===== config.mk =====
export PLATFORM = sky130hd
export DESIGN_NAME = lin_mode_ctrl
export DESIGN_NICKNAME = d
export VERILOG_FILES = /design/src/rtl/lin_mode_pkg.sv /design/src/rtl/lin_us_timer.sv /design/src/rtl/lin_toggle_detect.sv /design/src/rtl/lin_mode_ctrl.sv
export SDC_FILE = /design/constraint.sdc
export NUM_CORES = 1
export LEC_CHECK = 0
export CORE_MARGIN = 2
export CORE_UTILIZATION = 50
export CTS_CLUSTER_DIAMETER = 80
export DETAILED_ROUTE_END_ITERATION = 8
export PLACE_DENSITY = 0.7
export SETUP_SLACK_MARGIN = 0.2
export SLEW_MARGIN = 0
export SYNTH_ARGS = -nofsm -noshare
export SYNTH_HDL_FRONTEND = slang
export SYNTH_SLANG_ARGS = --single-unit
export TNS_END_PERCENT = 20

===== constraint.sdc =====
create_clock -name clk_i -period 2.2 [get_ports clk_i]
set_input_delay 0.44 -clock clk_i [delete_from_list [all_inputs] [get_ports clk_i]]
set_output_delay 0.44 -clock clk_i [all_outputs]
set_load 0.02 [all_outputs]

===== src/rtl/lin_mode_pkg.sv =====
package lin_mode_pkg;

  typedef enum logic [2:0] {
    M_SLEEP    = 3'd0,
    M_AWAKE    = 3'd1,
    M_NORMAL   = 3'd2,
    M_WAITSLOW = 3'd3,
    M_SLOW     = 3'd4,
    M_FAST     = 3'd5
  } lin_mode_e;

  typedef enum logic [1:0] {
    SLEW_SLOW = 2'd0,
    SLEW_NORM = 2'd1,
    SLEW_FAST = 2'd2
  } slew_e;

  typedef enum logic [1:0] {
    RXC_HIZ  = 2'd0,
    RXC_LOW  = 2'd1,
    RXC_HIGH = 2'd2,
    RXC_BUS  = 2'd3
  } rxd_ctl_e;

  // clock cycles in one microsecond, never below one
  function automatic int unsigned cycles_per_us(int unsigned hz);
    return (hz >= 32'd2_000_000) ? hz / 32'd1_000_000 : 32'd1;
  endfunction

  function automatic logic mode_drives(lin_mode_e m);
    return (m == M_NORMAL) || (m == M_SLOW) || (m == M_FAST);
  endfunction

  function automatic slew_e mode_slew(lin_mode_e m);
    case (m)
      M_SLOW, M_WAITSLOW: return SLEW_SLOW;
      M_FAST:             return SLEW_FAST;
      default:            return SLEW_NORM;
    endcase
  endfunction

  function automatic rxd_ctl_e mode_rxd(lin_mode_e m);
    case (m)
      M_SLEEP:    return RXC_HIZ;
      M_AWAKE:    return RXC_LOW;
      M_WAITSLOW: return RXC_HIGH;
      default:    return RXC_BUS;
    endcase
  endfunction

endpackage


===== src/rtl/lin_us_timer.sv =====
module lin_us_timer #(
  parameter int unsigned CLK_HZ = 100_000_000,
  parameter int unsigned MAX_US = 63,
  localparam int unsigned CW    = $clog2(MAX_US + 1)
) (
  input  logic          clk_i,
  input  logic          rst_ni,
  input  logic          clr_i,
  input  logic          run_i,
  output logic [CW-1:0] us_o
);
  import lin_mode_pkg::*;

  localparam int unsigned DIV = cycles_per_us(CLK_HZ);
  localparam int unsigned DW  = (DIV > 1) ? $clog2(DIV) : 1;

  logic [DW-1:0] div_q;
  logic          us_strobe;

  assign us_strobe = (div_q == DW'(DIV - 1));

  always_ff @(posedge clk_i or negedge rst_ni) begin
    if (!rst_ni) begin
      div_q <= '0;
      us_o  <= '0;
    end else if (clr_i) begin
      div_q <= '0;
      us_o  <= '0;
    end else if (run_i) begin
      if (us_strobe) begin
        div_q <= '0;
        if (us_o != CW'(MAX_US)) us_o <= us_o + 1'b1;
      end else begin
        div_q <= div_q + 1'b1;
      end
    end
  end

  // elapsed time only grows until cleared
  p_timer_monotone_r5: assert property (@(posedge clk_i) disable iff (!rst_ni)
    !clr_i |=> (us_o >= $past(us_o)));

endmodule


===== src/rtl/lin_toggle_detect.sv =====
module lin_toggle_detect #(
  parameter int unsigned CLK_HZ    = 100_000_000,
  parameter int unsigned TOGGLE_US = 35,
  parameter int unsigned GLITCH_US = 5,
  parameter int unsigned SLEEP_US  = 50
) (
  input  logic clk_i,
  input  logic rst_ni,
  input  logic en_i,
  input  logic txd_i,
  output logic en_rise_o,
  output logic toggle_o,
  output logic glitch_o,
  output logic sleep_due_o
);
  localparam int unsigned LOW_MAX = (SLEEP_US > GLITCH_US) ? SLEEP_US : GLITCH_US;
  localparam int unsigned LW      = $clog2(LOW_MAX + 1);
  localparam int unsigned SW      = $clog2(TOGGLE_US + 1);

  logic          en_q, seq_start_q, seq_arm_q, sleep_arm_q;
  logic          en_fall, seq_run;
  logic [LW-1:0] low_us;
  logic [SW-1:0] seq_us;

  assign en_rise_o = en_i & ~en_q;
  assign en_fall   = ~en_i & en_q;
  assign seq_run   = ~en_i & (seq_start_q | ~txd_i);

  always_ff @(posedge clk_i or negedge rst_ni) begin
    if (!rst_ni) begin
      en_q        <= 1'b0;
      seq_start_q <= 1'b0;
      seq_arm_q   <= 1'b0;
      sleep_arm_q <= 1'b0;
    end else begin
      en_q <= en_i;
      if (en_i) begin
        seq_start_q <= 1'b0;
        seq_arm_q   <= 1'b0;
        sleep_arm_q <= 1'b0;
      end else begin
        if (!txd_i)                seq_start_q <= 1'b1;
        if (seq_start_q && txd_i)  seq_arm_q   <= 1'b1;
        if (en_fall)               sleep_arm_q <= txd_i;
      end
    end
  end

  lin_us_timer #(.CLK_HZ(CLK_HZ), .MAX_US(LOW_MAX)) u_low_tmr (
    .clk_i(clk_i), .rst_ni(rst_ni), .clr_i(en_i), .run_i(~en_i), .us_o(low_us)
  );

  lin_us_timer #(.CLK_HZ(CLK_HZ), .MAX_US(TOGGLE_US)) u_seq_tmr (
    .clk_i(clk_i), .rst_ni(rst_ni), .clr_i(en_i), .run_i(seq_run), .us_o(seq_us)
  );

  assign toggle_o    = en_rise_o & seq_arm_q & txd_i & (seq_us < SW'(TOGGLE_US));
  assign glitch_o    = en_rise_o & (low_us < LW'(GLITCH_US));
  assign sleep_due_o = ~en_i & sleep_arm_q & (low_us >= LW'(SLEEP_US));

  // a fast handshake needs transmit data high at the enable edge
  p_toggle_txd_high_r7: assert property (@(posedge clk_i) disable iff (!rst_ni)
    toggle_o |-> (txd_i && !$past(en_i)));

endmodule


===== src/rtl/lin_mode_ctrl.sv =====
module lin_mode_ctrl #(
  parameter int unsigned CLK_HZ    = 100_000_000,
  parameter int unsigned TOGGLE_US = 35,
  parameter int unsigned GLITCH_US = 5,
  parameter int unsigned SLEEP_US  = 50
) (
  input  logic       clk_i,
  input  logic       rst_ni,
  input  logic       en_i,
  input  logic       txd_i,
  input  logic       wake_i,
  output logic [2:0] mode_o,
  output logic       inh_o,
  output logic       drv_en_o,
  output logic       drv_dom_o,
  output logic [1:0] slew_o,
  output logic       pullup_res_o,
  output logic [1:0] rxd_ctl_o
);
  import lin_mode_pkg::*;

  lin_mode_e state_q, state_d;
  logic      rate_slow_q;
  logic      en_rise, toggle_hit, glitch_hit, sleep_due;
  lin_mode_e base_mode;

  lin_toggle_detect #(
    .CLK_HZ(CLK_HZ), .TOGGLE_US(TOGGLE_US),
    .GLITCH_US(GLITCH_US), .SLEEP_US(SLEEP_US)
  ) u_detect (
    .clk_i(clk_i), .rst_ni(rst_ni), .en_i(en_i), .txd_i(txd_i),
    .en_rise_o(en_rise), .toggle_o(toggle_hit),
    .glitch_o(glitch_hit), .sleep_due_o(sleep_due)
  );

  assign base_mode = rate_slow_q ? M_SLOW : M_NORMAL;

  always_comb begin
    state_d = state_q;
    case (state_q)
      M_SLEEP, M_AWAKE: begin
        if (en_rise)                              state_d = txd_i ? M_NORMAL : M_WAITSLOW;
        else if (wake_i && state_q == M_SLEEP)    state_d = M_AWAKE;
      end
      M_WAITSLOW: if (txd_i) state_d = M_SLOW;
      M_NORMAL, M_SLOW: begin
        if (sleep_due)       state_d = M_SLEEP;
        else if (toggle_hit) state_d = M_FAST;
      end
      M_FAST: begin
        if (sleep_due)                     state_d = M_SLEEP;
        else if (toggle_hit || glitch_hit) state_d = base_mode;
      end
      default: state_d = M_AWAKE;
    endcase
  end

  always_ff @(posedge clk_i or negedge rst_ni) begin
    if (!rst_ni) begin
      state_q     <= M_AWAKE;
      rate_slow_q <= 1'b0;
    end else begin
      state_q <= state_d;
      if ((state_q == M_SLEEP || state_q == M_AWAKE) && en_rise)
        rate_slow_q <= ~txd_i;
    end
  end

  assign mode_o       = state_q;
  assign inh_o        = (state_q != M_SLEEP);
  assign pullup_res_o = (state_q != M_SLEEP);
  assign drv_en_o     = mode_drives(state_q);
  assign drv_dom_o    = drv_en_o & ~txd_i;
  assign slew_o       = mode_slew(state_q);
  assign rxd_ctl_o    = mode_rxd(state_q);

  // no direct crossing between the two locked rates
  p_rate_lock_norm_r4: assert property (@(posedge clk_i) disable iff (!rst_ni)
    (state_q == M_NORMAL) |=> (state_q != M_SLOW && state_q != M_WAITSLOW));
  p_rate_lock_slow_r4: assert property (@(posedge clk_i) disable iff (!rst_ni)
    (state_q == M_SLOW || state_q == M_WAITSLOW) |=> (state_q != M_NORMAL));

  // transmit data high in Wait Slow completes slow selection
  p_waitslow_exit_r3: assert property (@(posedge clk_i) disable iff (!rst_ni)
    (state_q == M_WAITSLOW && txd_i) |=> (state_q == M_SLOW));

  // sleep entered only while enable is low
  p_sleep_en_low_r5: assert property (@(posedge clk_i) disable iff (!rst_ni)
    ((state_q != M_SLEEP) ##1 (state_q == M_SLEEP)) |-> !$past(en_i));

  // fast only from a driving rate mode
  p_fast_entry_r7: assert property (@(posedge clk_i) disable iff (!rst_ni)
    ((state_q != M_FAST) ##1 (state_q == M_FAST)) |->
      ($past(state_q) == M_NORMAL || $past(state_q) == M_SLOW));

  // leaving fast lands on the locked rate or in sleep
  p_fast_exit_r8: assert property (@(posedge clk_i) disable iff (!rst_ni)
    ((state_q == M_FAST) ##1 (state_q != M_FAST)) |->
      (state_q == M_SLEEP || state_q == base_mode));

  // wake event leaves sleep
  p_wake_r11: assert property (@(posedge clk_i) disable iff (!rst_ni)
    (state_q == M_SLEEP && wake_i && !en_rise) |=> (state_q == M_AWAKE));

  // sleep keeps regulator and driver off
  p_sleep_outputs_r6: assert property (@(posedge clk_i) disable iff (!rst_ni)
    (state_q == M_SLEEP) |-> (!inh_o && !drv_en_o && !pullup_res_o));

endmodule


# Word level (Yosys, flattened, before mapping)
# Index checks and enable logic that the tools add are counted.
[op_classes]
n_eq_ne = 14
reduce_logical = 22
bitwise = 14
add_sub_neg = 4
order_cmp = 3
n_mux = 30
[op_table]
columns = ["cell", "n"]
rows = [
  ["$mux W6", 7],
  ["$mux W7", 5],
  ["$mux W3", 8],
  ["$add A7 B1 Y7 const B", 2],
  ["$eq A7 B7 Y1 const B", 2],
  ["$reduce_bool A2 Y1", 7],
  ["$add A6 B1 Y6 const B", 2],
  ["$ne A6 B6 Y1 const B", 2],
  ["$pmux W3 S4", 1],
  ["$and A1 B1 Y1", 10],
  ["$ne A3 B3 Y1 const B", 3],
  ["$mux W1", 7],
  ["$eq A3 B2 Y1 const B", 2],
  ["$eq A3 B3 Y1 const B", 2],
  ["$ge A6 B6 Y1 const B", 1],
  ["$lt A6 B3 Y1 const B", 1],
  ["$lt A6 B6 Y1 const B", 1],
  ["$pmux W2 S3", 1],
  ["$reduce_or A2 Y1", 3],
  ["$logic_or A1 B1 Y1", 4],
  ["$ne A2 B2 Y1 const B", 2],
  ["$pmux W2 S2", 1],
  ["$reduce_and A4 Y1", 1],
  ["$eq A3 B1 Y1 const B", 1],
  ["7 further kinds", 11],
]
[word_totals]
register_bits = 34
elab_cells = 97
in_bits = 5
output_inout_bits = 11

# Depth between registers and ports, before layout
# Gate-level depths: netlist of the first run.
[logic_depth]
depth_word = 9
ltp_mapped = 7
ltp_nobuf = 7

# Hierarchy
# Synthesis of the first run repeated with hierarchy kept, for this count alone.
[unflattened]
cells_unflattened = 224
area_unflattened_um2 = 2147.1
[by_module_without_submodules]
columns = ["module", "seq_area_each_um2", "cells_each", "area_each_um2", "instances"]
rows = [
  ["lin_us_timer at u_detect.u_low_tmr", 325.3, 75, 782.0, 1],
  ["lin_us_timer at u_detect.u_seq_tmr", 325.3, 77, 748.2, 1],
  ["lin_mode_ctrl", 101.3, 50, 405.4, 1],
  ["lin_toggle_detect", 100.1, 22, 211.5, 1],
]

# Worst setup path before layout of the first run
# OpenSTA, ideal clock, no wires.
[synth_timing]
path_type = "reg2out"
startpoint = "register state_q[2], in the netlist mode_o[2]"
endpoint = "output drv_dom_o"
setup_slack_ns = 0.381
arrival_ns = 1.379
stages_incl_launch_ff = 4
n_path_buf = 1
required_ns = 1.760
cell_sequence = "dfrtp_1 buf_6 or3b_4 a21oi_1"
[synth_via]
elab_chain_len = 4
elab_cells_between_ends = 6
classes_between = "eq/ne: 3; bitwise: 1; reduce/logical: 2"
[synth_rtl]
columns = ["item", "line_no", "rtl"]
rows = [
  ["start: declaration", "lin_mode_ctrl.sv:22", "lin_mode_e state_q, state_d;"],
  ["start signal: assignment", "lin_mode_ctrl.sv:63", "state_q <= state_d;"],
  ["$eq A3 B2 Y1 or $eq A3 B3 Y1 (tied branches)", "lin_mode_pkg.sv:31", "return (m == M_NORMAL) || (m == M_SLOW) || (m == M_FAST);"],
  ["$logic_or A1 B1 Y1", "lin_mode_pkg.sv:31", ""],
  ["$logic_or A1 B1 Y1 *", "lin_mode_pkg.sv:31", ""],
  ["$and A1 B1 Y1 *", "lin_mode_ctrl.sv:73", "assign drv_dom_o = drv_en_o & ~txd_i;"],
  ["end: declaration", "lin_mode_ctrl.sv:15", "output logic drv_dom_o,"],
]
# Every way passes the cells marked *; elsewhere a longest branch is shown, timed or not.

# Worst setup path in the final report of the first run
[layout_timing]
startpoint = "register state_q[0], in the netlist mode_o[0]"
endpoint = "output drv_en_o"
[layout_via]
elab_chain_len = 3
elab_cells_between_ends = 5
classes_between = "eq/ne: 3; reduce/logical: 2"
[layout_rtl]
columns = ["item", "line_no", "rtl"]
rows = [
  ["$eq A3 B2 Y1 or $eq A3 B3 Y1 (tied branches)", "lin_mode_pkg.sv:31", ""],
  ["$logic_or A1 B1 Y1", "lin_mode_pkg.sv:31", ""],
  ["$logic_or A1 B1 Y1 *", "lin_mode_pkg.sv:31", ""],
  ["end: declaration", "lin_mode_ctrl.sv:14", "output logic drv_en_o,"],
]
# Marked as above.

==> flow_metrics.tcl, run 1 <==
set metrics [dict create \
    outcome "complete, no violations" \
    grt_overflow 0 \
    cts_root_buffer "clkbuf_8" \
    tritoncts "yes" \
    worst_clock_skew_ps 3.893 \
    cts.sinks 34 \
    placed_cell_area_um2 2140 \
    port_buffers 15 \
    totalWireLength_um 3745 \
    drtAntennaViolNets 0 \
    min_period_ps 1940 \
    dieArea_um2 4316 \
    cts_setup_buffers 0 \
    p_clk_share_pct 23.3 \
    initialDrtViolationCount 98 \
    firstDrtPassIters 4 \
    fin_area_um2 2227 \
    ir_worst_vdd_uv 441.9 \
    tns_ps 0 \
    gp_congestion 0.8793 \
    cts.hold.buffers_added 0 \
    p_comb_share_pct 40.0 \
    async_flop_share_pct 100.0 \
    critical_path.slowest_cell "dfstp_2" \
    synth_top_area_cell "dfrtp_1" \
    seqPwrFrac_pct 36.7 \
    synth_nets 212 \
    syn_inst 201 \
    synth_top_area_share_pct 43.39 \
    synth_cell_types 45 \
    intPower_uw 1294 \
    nets 236 \
    viasPerCell 5.555 \
    end_kind "output pin" \
    grt_use_total_pct 20.51 \
    grt_pass1_wl_um 6803 \
    synth_warnings 0 \
    clock.fmax_ghz 0.5155 \
    clkSlewWorstSetupHoldPaths_ps 60 \
    synthesis.area_um2 1903 \
    cpPeakStageDelay_ps 430 \
    placementRows 22 \
    p_sw_share_pct 36.49 \
    ys_seq_area_share_pct 44.77 \
    core_um2 3661 \
    hold_path.class "reg2reg" \
    hpwl_um 2701 \
    avgSynthCellArea_um2 9.468 \
    vias 1522 \
    ys.flop_type "dfrtp_1" \
    path_class "reg2out" \
    drive_above_1_share_pct 14.60 \
    crit_path_start_kind "flop" \
    crit_chain "or3b_4, nand2_1, clkdlybuf4s15_1" \
    grt_max_degree 35 \
    cts_inserted_buffers 5 \
    setup_viol 0 \
    die_h_um 65.70 \
    rsz0062_at_grt "true" \
    design_power_total_uw 2038 \
    grt_pass1_vias 1524 \
    htree_levels 2 \
    cap_violations 0 \
    p_sw_uw 743.5 \
    slew_violations 0 \
    clock_latency_ps 290 \
    worst-endpoint-required_ps 1760 \
    cp_max_fo 11 \
    place_ws_ps 121.7 \
    powerDensity_nw_per_um2 915.0 \
    clock_path_buffers 2 \
    top_level_ports 16 \
    power.leakage_uw 0.001005 \
    wl_per_cell_um 13.67 \
    critPathArrivalTime_ps 1500 \
    die_w_um 65.70 \
    antenna_found_initial 0 \
    antenna_cells 0 \
    rrSetupSlack_ps 310 \
    start_util_pct 51.98 \
    finalCritPeriodShare_pct 88.18 \
    ys_seq_elements 34 \
    route.detailed.drc 0 \
    synth-edff-count 0 \
    synthTopCellsByArea "dfrtp_1 43%, nor2_1 7.1%, xor2_1 4.6%, ha_1 3.9%, nand2b_1 3.0%" \
    setup_ws_ps 260.0 \
    yosys-top-cells-count "36 x nor2_1, 33 x dfrtp_1, 13 x nand2_1, 11 x a21oi_1, 10 x xor2_1" \
    final_hold_viol_count 0 \
    slew_headroom_pct 71.04 \
    syn2layout_area_growth_pct 17.03 \
    worst_pin_slew_ps 434.4 \
    yosysMostFrequentCell "nor2_1" \
]
per-layer routing:
layer	track usage, %	vias up	part of all wire, %
met4	7.813	0	1.5
met3	5.651	9	4.4
li1	-	744	-
met1	25.03	734	45
met2	34.34	35	49
met5	0	-	0
final timing paths:
kind / start / to / depth (start not counted)
worst max-delay path: mode_o[0]$_DFFE_PN1P_ / drv_en_o / 3
worst min-delay path: u_detect.u_low_tmr.div_q[0]$_DFF_PN0_ / u_detect.u_low_tmr.div_q[0]$_DFF_PN0_ / 1
worst max register to register: u_detect.u_low_tmr.us_o[0]$_DFFE_PN0P_ / mode_o[0]$_DFFE_PN1P_ / 8
worst min register to register: u_detect.u_low_tmr.div_q[0]$_DFF_PN0_ / u_detect.u_low_tmr.div_q[0]$_DFF_PN0_ / 1
max in group asynchronous: rst_ni / mode_o[0]$_DFFE_PN1P_ / 2
min in group asynchronous: rst_ni / u_detect.u_seq_tmr.div_q[4]$_DFFE_PN0P_ / 2
stage by stage:
stage / util (%) / hold slack [ps] / std cells
detailed placement: 58.44 / 471.9 / 266
global route: 60.83 / 508.7 / 274
floorplan: - / 144.4 / 201
global placement: 58.44 / 438.1 / 266
finish: 60.83 / 475.7 / 274
CTS: 60.53 / 480.5 / 274
worst max-delay path, delay by kind of cell, from the launching register on:
kind	cells	cell delay, ps
buffers and inverters	1	290
DFF	1	430
and+or+nand+nor	2	490
state kept, by name, summed over array words and instances, names as in the netlist:
signal / flops
u_detect.sleep_arm_q: 1
u_detect.u_seq_tmr.div_q: 7
mode_o: 3
u_detect.en_q: 1
rate_slow_q: 1
u_detect.u_low_tmr.div_q: 7
u_detect.u_low_tmr.us_o: 6
u_detect.u_seq_tmr.us_o: 6
u_detect.seq_arm_q: 1
u_detect.seq_start_q: 1
cells by family (layout without fill, tap and decap cells):
family / after synthesis / after routing / share of synthesized area (%)
compound gates: 33 / 33 / 12.03
xor+xnor: 16 / 16 / 7.363
fa+ha+maj: 6 / 6 / 3.945
buf+inv: 15 / 40 / 4.339
flops: 34 / 34 / 44.77
mux: 2 / 2 / 1.052
simple gates: 95 / 95 / 26.50
layout by cell type, fill, tap and decap left out, drive strengths merged, types with 3 or more instances in the layout:
master,n
nand4,5
a211oi,3
nor2b,3
ha,6
xnor2,6
dlygate4sd2,6
nor3,3
nor4,3
nand2,13
xor2,10
buf,13
o21ai,7
nand2b,9
nor2,37
inv,5
clkdlybuf4s50,6
nand3,6
and3,4
a21oi,12
dfrtp,33
clkbuf,7
power by group through the flow:
| stage | Sequential [uW] | Combinational (uW) | Clock [uW] |
|---|---|---|---|
| floorplan | 762 | 567 | 0 |
| global placement | 754 | 858 | 0 |
| detailed placement | 760 | 876 | 0 |
| CTS | 747 | 812 | 483 |
| global route | 759 | 904 | 520 |
| finish | 748 | 816 | 474 |
cell type report:
class,count,area (um^2)
multi-input combinational,152,977.2
tap,48,60.06
fill,311,1434
timing repair buffer,27,227.7
clock inverter,1,5.005
clock buffer,7,86.33
inverter,5,18.77
sequential,34,852.1
repair_timing:
action / in CTS / in global routing
endpoints found under the setup margin: 9 / 7
endpoints found under the hold margin: 0 / 0
pin swaps: 0 / 1
resized for setup: 12 / 4
(Power assumes the default switching activity.)
==> inputs of run 2 (changes only) <==
Settings changed: PLACE_DENSITY 0.7 to 0.78, SLEW_MARGIN 0 to 20.
==> run 2 against run 1 <==
- sequential power is 0.7% lower
- critical path depth did not move
- count of clock-buffer cells in the layout fell by 1
- combinational power shrank 3.2%
- cell area down 0.90%
==> flow_metrics.tcl, run 2 (synthesis results as in run 1) <==
set metrics [dict create \
    outcome "complete, no violations" \
    finalCritPeriodShare_pct 88.17 \
    path_class "reg2out" \
    min_from "u_detect.u_low_tmr.div_q[0]$_DFF_PN0_" \
    fillers 333 \
    rr_endpoint "mode_o[0]$_DFFE_PN1P_" \
    vias 1485 \
    gp_congestion 0.8804 \
    cap_violations 0 \
    slew_violations 0 \
    final_cell_mix "36 x nor2_1, 33 x dfrtp_1, 13 x nand2_1" \
    clkSlewWorstSetupHoldPaths_ps 70 \
    nets 236 \
    grt_overflow 0 \
    hpwl_um 2411 \
    htree_levels 2 \
    start_util_pct 51.98 \
    antenna_found_initial 0 \
    top_level_ports 16 \
    place_ws_ps 13.78 \
    setup_viol 0 \
    drtAntennaViolNets 0 \
    multi_input_area_um2 968.4 \
    biggestRegsByFlops "u_detect.u_low_tmr.div_q: 7 flops, u_detect.u_seq_tmr.div_q: 7 flops" \
    grt_max_degree 35 \
    critPathArrivalTime_ps 1500 \
    syn2layout_area_growth_pct 15.98 \
    powerDensity_nw_per_um2 898.7 \
    totalWireLength_um 3488 \
    rrSetupSlack_ps 270 \
    holdPathEnd "u_detect.u_low_tmr.div_q[0]$_DFF_PN0_" \
    final_hold_viol_count 0 \
    firstDrtPassIters 4 \
    timing.rr.start "u_detect.u_low_tmr.us_o[0]$_DFFE_PN0P_" \
    cts_root_buffer "clkbuf_8" \
    grt_pass1_vias 1373 \
    ir_worst_vdd_uv 417.5 \
    cts_inserted_buffers 5 \
    cp_max_fo 9 \
    tns_ps 0 \
    tritoncts "yes" \
    power.leakage_uw 0.0009993 \
    hold_path.class "reg2reg" \
    grt_use_total_pct 18.65 \
    clock_latency_ps 290 \
    end_kind "output pin" \
    reg2regPathDepth 8 \
    clock_path_buffers 2 \
    antenna_cells 0 \
    route.detailed.drc 0 \
    placementRows 22 \
    final_common_cell "nor2_1" \
    min_period_ps 1940 \
    core_um2 3661 \
    hold_depth 1 \
    worst_clock_skew_ps 5.026 \
    cts.sinks 34 \
    seq_area_um2 852.1 \
    cts.hold.buffers_added 0 \
    wl_per_cell_um 12.82 \
    die_w_um 65.70 \
    viasPerCell 5.460 \
    drive_above_1_share_pct 13.39 \
    slew_headroom_pct 68.80 \
    grt_pass1_wl_um 6189 \
    die_h_um 65.70 \
    clock.fmax_ghz 0.5155 \
    port_buffers 15 \
    initialDrtViolationCount 145 \
    rsz0062_at_grt "true" \
    dieArea_um2 4316 \
    crit_path_start_kind "flop" \
    setup_ws_ps 260.3 \
    worst-endpoint-required_ps 1760 \
    worst_pin_slew_ps 467.0 \
]
==> run 2: what timing repair did <==
| action | CTS | global route |
|---|---|---|
| pin swaps | 0 | 1 |
| resized for setup | 12 | 0 |
| setup endpoints to repair | 9 | 6 |
| cloned | 0 | 0 |
| buffers inserted | 0 | 1 |
==> run 2: worst max path at each step <==
| stage | start | endpoint | slack [ps] | cells after the start |
|---|---|---|---|---|
| final | mode_o[0]$_DFFE_PN1P_ | drv_en_o | 260 | 3 |
| after global routing | mode_o[2]$_DFFE_PN0P_ | slew_o[0] | 190 | 4 |
| after CTS | mode_o[0]$_DFFE_PN1P_ | slew_o[1] | 230 | 3 |
| after detailed placement | en_i | mode_o[2]$_DFFE_PN0P_ | 10 | 6 |
| after global placement | en_i | mode_o[2]$_DFFE_PN0P_ | 80 | 6 |
| after floorplan | mode_o[2]$_DFFE_PN0P_ | drv_dom_o | 380 | 3 |
==> run 2: critical path, stage by stage (launching register included) <==
cell	delay [ps]
dfstp_2	420
or3b_4	400
nand2_1	70
dlygate4sd2_1	320
==> run 2: where the power goes <==
part | switching [uW] | internal, uW
Sequential | 53.3 | 689
Combinational | 448 | 342
Clock | 210 | 241
==> run 2: layout make-up <==
type	count	area share [%]
sequential	34	38.61
timing repair buffer	27	10.20
clock buffer	6	3.741
multi-input combinational	152	43.88
tap	48	2.721
inverter	5	0.8503
==> run 2: metal layers <==
layer,global-route usage (%),share of wire (%)
met5,0,0
met4,7.813,1.9
met3,4.623,3.4
met2,29.42,47
met1,24.41,48
==> run 2: through the flow <==
step	instance area, um^2	instances	power (uW)	utilization [%]	hold WS (ps)
floorplan	1903	201	1329	-	144.4
global placement	2132	265	1590	58.24	444.0
detailed placement	2132	265	1604	58.24	451.8
CTS	2200	271	1994	60.08	461.9
global route	2207	272	2104	60.29	495.4
finish	2207	272	1984	60.29	460.1
